==> src/rtl/exec_seq_pkg.sv <==
// Shared types for the memory-indirect execution sequencer.
// Assumes: opcodes are at most 7 bits and pointer depth is at most 2.
package exec_seq_pkg;

    typedef enum logic [3:0] {
        K_MOV, K_AND, K_OR, K_ADD, K_SUB, K_MUL, K_JZ, K_JNZ, K_NOT, K_SYS
    } kind_t;

    typedef struct packed {
        logic       valid;      // opcode is defined
        logic [1:0] src_depth;  // pointer hops on the right operand
        logic       dst_ind2;   // destination goes through one extra pointer
        logic       needs_old;  // current destination value is an input
        kind_t      kind;
    } plan_t;

endpackage

==> src/rtl/exec_seq_decode.sv <==
// Maps size flag and opcode onto an execution plan.
// Assumes: undefined opcodes give valid=0, and all other fields are then don't-care.
module exec_seq_decode
    import exec_seq_pkg::*;
#(
    parameter int OP_W = 7
) (
    input  logic            is_binary,
    input  logic [OP_W-1:0] opcode,
    output plan_t           plan
);

    // Purpose: pick operand depths and operation class for the opcode.
    always_comb begin
        plan = '0;
        plan.kind = K_MOV;
        if (is_binary) begin
            if (opcode <= OP_W'(5)) begin
                plan.valid     = 1'b1;
                plan.dst_ind2  = (opcode >= OP_W'(3));
                plan.src_depth = plan.dst_ind2 ? 2'(opcode - OP_W'(3)) : 2'(opcode);
            end else if (opcode <= OP_W'(19)) begin
                plan.valid     = 1'b1;
                plan.needs_old = 1'b1;
                plan.src_depth = {1'b0, opcode[0]};
                case (opcode[4:1])
                    4'd3:    plan.kind = K_AND;
                    4'd4:    plan.kind = K_OR;
                    4'd5:    plan.kind = K_ADD;
                    4'd6:    plan.kind = K_SUB;
                    4'd7:    plan.kind = K_MUL;
                    4'd8:    plan.kind = K_JZ;
                    default: plan.kind = K_JNZ;
                endcase
            end
        end else if (opcode <= OP_W'(1)) begin
            plan.valid     = 1'b1;
            plan.needs_old = 1'b1;
            plan.kind      = opcode[0] ? K_SYS : K_NOT;
        end
    end

endmodule

==> src/rtl/exec_seq_alu.sv <==
// Combines the destination value and the resolved source value.
// Assumes: for jumps the result is the target and 'take' gives the condition.
module exec_seq_alu
    import exec_seq_pkg::*;
#(
    parameter int DATA_W = 32
) (
    input  kind_t             kind,
    input  logic [DATA_W-1:0] lhs,
    input  logic [DATA_W-1:0] rhs,
    output logic [DATA_W-1:0] result,
    output logic              take
);

    // Purpose: evaluate the operation with wrap-around unsigned arithmetic.
    always_comb begin
        take = 1'b0;
        case (kind)
            K_AND:   result = lhs & rhs;
            K_OR:    result = lhs | rhs;
            K_ADD:   result = lhs + rhs;
            K_SUB:   result = lhs + DATA_W'(1) + ~rhs;
            K_MUL:   result = lhs * rhs;
            K_NOT:   result = ~lhs;
            K_SYS:   result = lhs;
            K_JZ: begin
                result = rhs;
                take   = (lhs == '0);
            end
            K_JNZ: begin
                result = rhs;
                take   = (lhs != '0);
            end
            default: result = rhs;
        endcase
    end

endmodule

==> src/rtl/exec_seq.sv <==
// Runs one decoded instruction entirely through memory: it writes the program
// counter word 0, resolves pointer chains, reads the destination, computes and
// writes back. Assumes a single-port memory whose read data arrives one cycle
// after the request, and a word address space of MEM_WORDS words.
module exec_seq
    import exec_seq_pkg::*;
#(
    parameter int DATA_W    = 32,
    parameter int OP_W      = 7,
    parameter int MEM_WORDS = 1024
) (
    input  logic              clk,
    input  logic              rst_n,
    input  logic              start,
    input  logic              is_binary,
    input  logic [OP_W-1:0]   opcode,
    input  logic [DATA_W-1:0] op_a,
    input  logic [DATA_W-1:0] op_b,
    input  logic [DATA_W-1:0] next_pc,
    output logic              busy,
    output logic              done,
    output logic              fault,
    output logic              mem_en,
    output logic              mem_we,
    output logic [DATA_W-1:0] mem_addr,
    output logic [DATA_W-1:0] mem_wdata,
    input  logic [DATA_W-1:0] mem_rdata,
    output logic              sys_req,
    output logic [DATA_W-1:0] sys_out,
    input  logic              sys_ack,
    input  logic [DATA_W-1:0] sys_in
);

    localparam logic [DATA_W-1:0] MEM_LIMIT = DATA_W'(MEM_WORDS);

    typedef enum logic [3:0] {
        S_IDLE, S_PCW, S_SRC, S_SRCW, S_DST, S_DSTW,
        S_OLD, S_OLDW, S_SYS, S_WB, S_FAULT
    } state_t;

    state_t            state, nxt;
    plan_t             dec, plan_q;
    logic [DATA_W-1:0] a_q, val_q, dst_q, old_q, npc_q;
    logic [1:0]        hops_q;
    logic [DATA_W-1:0] result;
    logic              take;
    logic              is_jump;

    function automatic logic in_rng(input logic [DATA_W-1:0] x);
        return x < MEM_LIMIT;
    endfunction

    exec_seq_decode #(.OP_W(OP_W)) u_decode (
        .is_binary (is_binary),
        .opcode    (opcode),
        .plan      (dec)
    );

    exec_seq_alu #(.DATA_W(DATA_W)) u_alu (
        .kind   (plan_q.kind),
        .lhs    (old_q),
        .rhs    (val_q),
        .result (result),
        .take   (take)
    );

    assign is_jump = (plan_q.kind == K_JZ) || (plan_q.kind == K_JNZ);
    assign busy    = (state != S_IDLE) && (state != S_FAULT);
    assign fault   = (state == S_FAULT);
    assign sys_req = (state == S_SYS);
    assign sys_out = old_q;

    // Purpose: next state and memory request for the current step.
    always_comb begin
        nxt       = state;
        mem_en    = 1'b0;
        mem_we    = 1'b0;
        mem_addr  = '0;
        mem_wdata = '0;
        done      = 1'b0;
        case (state)
            S_IDLE: if (start) nxt = dec.valid ? S_PCW : S_FAULT;
            S_PCW: begin
                mem_en    = 1'b1;
                mem_we    = 1'b1;
                mem_wdata = npc_q;
                nxt       = S_SRC;
            end
            S_SRC: begin
                if (hops_q == 2'd0) nxt = S_DST;
                else if (in_rng(val_q)) begin
                    mem_en   = 1'b1;
                    mem_addr = val_q;
                    nxt      = S_SRCW;
                end else nxt = S_FAULT;
            end
            S_SRCW: nxt = S_SRC;
            S_DST: begin
                if (!plan_q.dst_ind2) nxt = plan_q.needs_old ? S_OLD : S_WB;
                else if (in_rng(a_q)) begin
                    mem_en   = 1'b1;
                    mem_addr = a_q;
                    nxt      = S_DSTW;
                end else nxt = S_FAULT;
            end
            S_DSTW: nxt = plan_q.needs_old ? S_OLD : S_WB;
            S_OLD: begin
                if (in_rng(dst_q)) begin
                    mem_en   = 1'b1;
                    mem_addr = dst_q;
                    nxt      = S_OLDW;
                end else nxt = S_FAULT;
            end
            S_OLDW: nxt = (plan_q.kind == K_SYS) ? S_SYS : S_WB;
            S_SYS: if (sys_ack) nxt = S_WB;
            S_WB: begin
                if (is_jump) begin
                    done      = 1'b1;
                    mem_en    = take;
                    mem_we    = take;
                    mem_wdata = result;
                    nxt       = S_IDLE;
                end else if (in_rng(dst_q)) begin
                    done      = 1'b1;
                    mem_en    = 1'b1;
                    mem_we    = 1'b1;
                    mem_addr  = dst_q;
                    mem_wdata = result;
                    nxt       = S_IDLE;
                end else nxt = S_FAULT;
            end
            S_FAULT: nxt = S_FAULT;
            default: nxt = S_IDLE;
        endcase
    end

    // Purpose: advance the state and capture operands and read data.
    always_ff @(posedge clk) begin
        if (!rst_n) begin
            state  <= S_IDLE;
            plan_q <= '0;
            a_q    <= '0;
            val_q  <= '0;
            dst_q  <= '0;
            old_q  <= '0;
            npc_q  <= '0;
            hops_q <= '0;
        end else begin
            state <= nxt;
            case (state)
                S_IDLE: if (start) begin
                    plan_q <= dec;
                    a_q    <= op_a;
                    val_q  <= op_b;
                    npc_q  <= next_pc;
                    hops_q <= dec.src_depth;
                end
                S_SRCW: begin
                    val_q  <= mem_rdata;
                    hops_q <= hops_q - 2'd1;
                end
                S_DST:  if (!plan_q.dst_ind2) dst_q <= a_q;
                S_DSTW: dst_q <= mem_rdata;
                S_OLDW: old_q <= mem_rdata;
                S_SYS:  if (sys_ack) old_q <= sys_in;
                default: ;
            endcase
        end
    end

endmodule

==> config.mk <==
export PLATFORM = sky130hd
export DESIGN_NAME = exec_seq
export DESIGN_NICKNAME = d
export VERILOG_FILES = /design/src/rtl/exec_seq_pkg.sv /design/src/rtl/exec_seq_decode.sv /design/src/rtl/exec_seq_alu.sv /design/src/rtl/exec_seq.sv
export SDC_FILE = /design/constraint.sdc
export NUM_CORES = 2
export LEC_CHECK = 0
export CAP_MARGIN = 0
export CORE_MARGIN = 1
export CORE_UTILIZATION = 65
export DETAILED_ROUTE_END_ITERATION = 8
export DONT_BUFFER_PORTS = 1
export PLACE_DENSITY = 0.81
export SLEW_MARGIN = 20
export SYNTH_ARGS = -nofsm -noshare
export SYNTH_HDL_FRONTEND = slang
export SYNTH_SLANG_ARGS = --single-unit
export TNS_END_PERCENT = 30
==> constraint.sdc <==
create_clock -name clk -period 10.9 [get_ports clk]
set_input_delay 1.09 -clock clk [delete_from_list [all_inputs] [get_ports clk]]
set_output_delay 1.09 -clock clk [all_outputs]
set_load 0.1 [all_outputs]
==> reports/summary.txt <==
class of the worst hold path: flip-flop to flip-flop
critical path's slowest cell: clkinv_1
Internal Power: 2.29 mW
count leader, synth: nand2_1
I/O Buffers: 0
Comb pwr share: 0.695
# setup viols final: 0
R2R Setup Slk: 7.01 ns
Synth Flop Type: dfxtp_1
1st-iter DRT viols: 3878
final WL: 115000 µm
initial antenna violation count: 4
share of layout cells above drive strength 1: 0.0642
slew margin rel.: 0.178
status: finished, violations left
Yosys warnings: 0
Reg power frac: 0.190
Final Hold Violating Endpoints: 0
Area Growth Syn to Fin: 4.92%
crit path cell chain: clkinv_1 -> buf_4 -> nor2_1 -> fa_1 -> fa_1 -> inv_1 -> fa_1 -> inv_1 -> fa_1 -> fa_1 -> fa_1 -> fa_1 -> fa_1 -> ha_1 -> nand3_1 -> or2_2 -> nor4_1 -> o41ai_1 -> buf_4 -> xor2_1 -> o21ai_0 -> a211oi_1 -> o21ai_2 -> buf_4
Worst path most repeated cell: fa_1
async set or reset register ratio after synthesis: 0
Post-route DRC: 66
num rows: 76
hold buffers post-CTS: 0
clock share of power: 0.115
clock-pin slew on the worst setup and hold paths: 0.09 ns
number of library cell types mapped by synthesis: 84
areal power density over the cells: 188 nW/µm²
Fmax achieved: 97.9 MHz
Power Total: 5.71 mW
clock skew: 0.0218 ns
Synth Instances: 3601
die height: 213 µm
Setup TNS Final: 0 ns
Final Cycle Share: 0.937
post-CTS sizing: 0
flops & latches, synth: 172
# nets final: 4294
Req. time, crit path: 9.81 ns
top cells by area, synth: fa_1 (28%), dfxtp_1 (12%), ha_1 (9.6%), nand2_1 (7.1%), inv_1 (6.2%)
Slew Limit Fails: 0
io pins: 274
initial core utilization: 0.665
crit-path max cell delay: 0.73 ns
H-tree depth: 4
worst vdd ir: 0.205 mV
largest net degree at the start of global routing: 172
Sw Ratio: 0.598
Num CTS Buffers: 17
core box area: 43500 µm²
Slew @ Worst Pin: 1.22 ns
failing checks: DRC
RSZ-0062 raised after global routing: no
Synth Area per Inst: 8.02 µm²
clock net sink count: 172
All-Layer GR Usage: 0.524
first-pass GRT wire length: 172000 µm
post-synth top area share: 0.284
Setup Fix Bufs, Post-CTS: 0
post-route ant nets: 0
width of the die: 213 µm
CP Capture Type: output pin
CP startpoint kind: flip-flop
Clock Path Buffers: 2
P_leak: 14.0 nW
Setup CP Type: flip-flop to output pin
WL/cell: 28.2 µm
DR vias/cell: 6.85
CTS tree: done
grt total ovfl: 0
switching power total: 3.41 mW
Maximum Capacitance Violations: 0
Worst EP arrival: 9.13 ns
cell taking the most area after synthesis: fa_1
commonest cells in the synthesized netlist: nand2_1 (549), inv_1 (475), nor2_1 (430)
register area share after synthesis: 0.119
vias in the first global route: 28510
HPWL Detailed: 85500 µm
synthesized area: 28900 µm²
drt pass-1 iters: 9
clk_lat worst skew: 0.49 ns
Max FO, Critical Path: 10
Die Area: 45300 µm²
fin crit period: 10.22 ns
EDFF count, synth: 0
routed via count: 28052
Routability Congestion: 1.07
root buffer cell: clkbuf_16
[worst max-delay path, delay by kind of cell, from the launching register on]
family	cells	cell delay (ns)
AOI/OAI and AO/OA	4	0.76
DFF	1	0.72
buffers and inverters	6	1.69
and+or+nand+nor	4	1.15
adders and majority gates	9	4.19
xor gates and xnor gates	1	0.13
[placed cells by master, fill, tap and decap left out, types with 34 or more instances in the layout]
cell and n:
a21oi_1 133, nor2_1 427, ha_1 221, xnor2_1 70, o211a_1 97, o21ai_0 109
mux2i_1 69, nor4_1 34, nand2_1 549, o211ai_1 47, buf_4 101, fa_1 410
dfxtp_1 148, a21boi_0 70, inv_1 475
[metrics by stage]
step            util  hold WS (ns)  area [µm²]  worst slack, ns  instances
3_5_place_dp   0.682         0.456       29600             1.46       4057
3_3_place_gp   0.682         0.449       29600             1.60       4057
5_1_grt        0.697         0.488       30300            0.525       4091
4_1_cts        0.697         0.468       30300            0.939       4089
6_report       0.697         0.466       30300            0.685       4098
2_1_floorplan      -         0.439       29000            0.544       3622
[power groups by stage]
stage               clock [mW]  combinational (mW)  sequential, mW
global placement             0                3.67            1.06
floorplan                    0                2.52            1.07
CTS                      0.656                3.77            1.06
detailed placement           0                3.75            1.07
global route             0.684                4.17            1.08
finish                   0.654                3.97            1.09
[routing by layer]
layer / GRT usage / vias to the layer above / routed length [µm]
met2: 0.740 / 2371 / 47000
met1: 0.605 / 13362 / 38400
met5: 0.00556 / - / 10
met3: 0.224 / 806 / 17700
met4: 0.463 / 2 / 12500
li1: - / 11511 / -
[state kept, by name (all words and copies together), names as in the netlist]
name     flops
a_q         32
dst_q       32
npc_q       32
sys_out     32
val_q       32
plan_q       6
state        4
hops_q       2
[path summary, 6_finish.rpt]
path,start,endpoint,depth (start not counted)
max,sys_out[6]$_SDFFE_PN0P_,mem_wdata[29],24
min reg2reg,npc_q[4]$_SDFFE_PN0P_,npc_q[4]$_SDFFE_PN0P_,2
max reg2reg,val_q[28]$_SDFFE_PN0P_,state[0]$_SDFFE_PN0P_,7
min,npc_q[4]$_SDFFE_PN0P_,npc_q[4]$_SDFFE_PN0P_,2
[kinds of logic after synthesis]
kind of cell,count (synthesis),share of synthesized area
AND/OR/NAND/NOR,1178,0.169
buffers and inverters,748,0.100
AO/OA/AOI/OAI,708,0.179
adder cells (fa/ha/maj),631,0.380
flip-flops,172,0.119
XOR/XNOR,92,0.0279
multiplexers,71,0.0247
other,1,0.000130
[area by class of cell]
class	instances	area (µm²)
sequential	172	3470
clock inverter	15	206
clock buffer	17	425
tap	585	732
antenna	9	22.5
fill	3562	13200
multi-input combinational	2702	22800
inverter	496	1860
timing repair buffer	102	786
No activity file was read; power rests on OpenSTA's default activity.
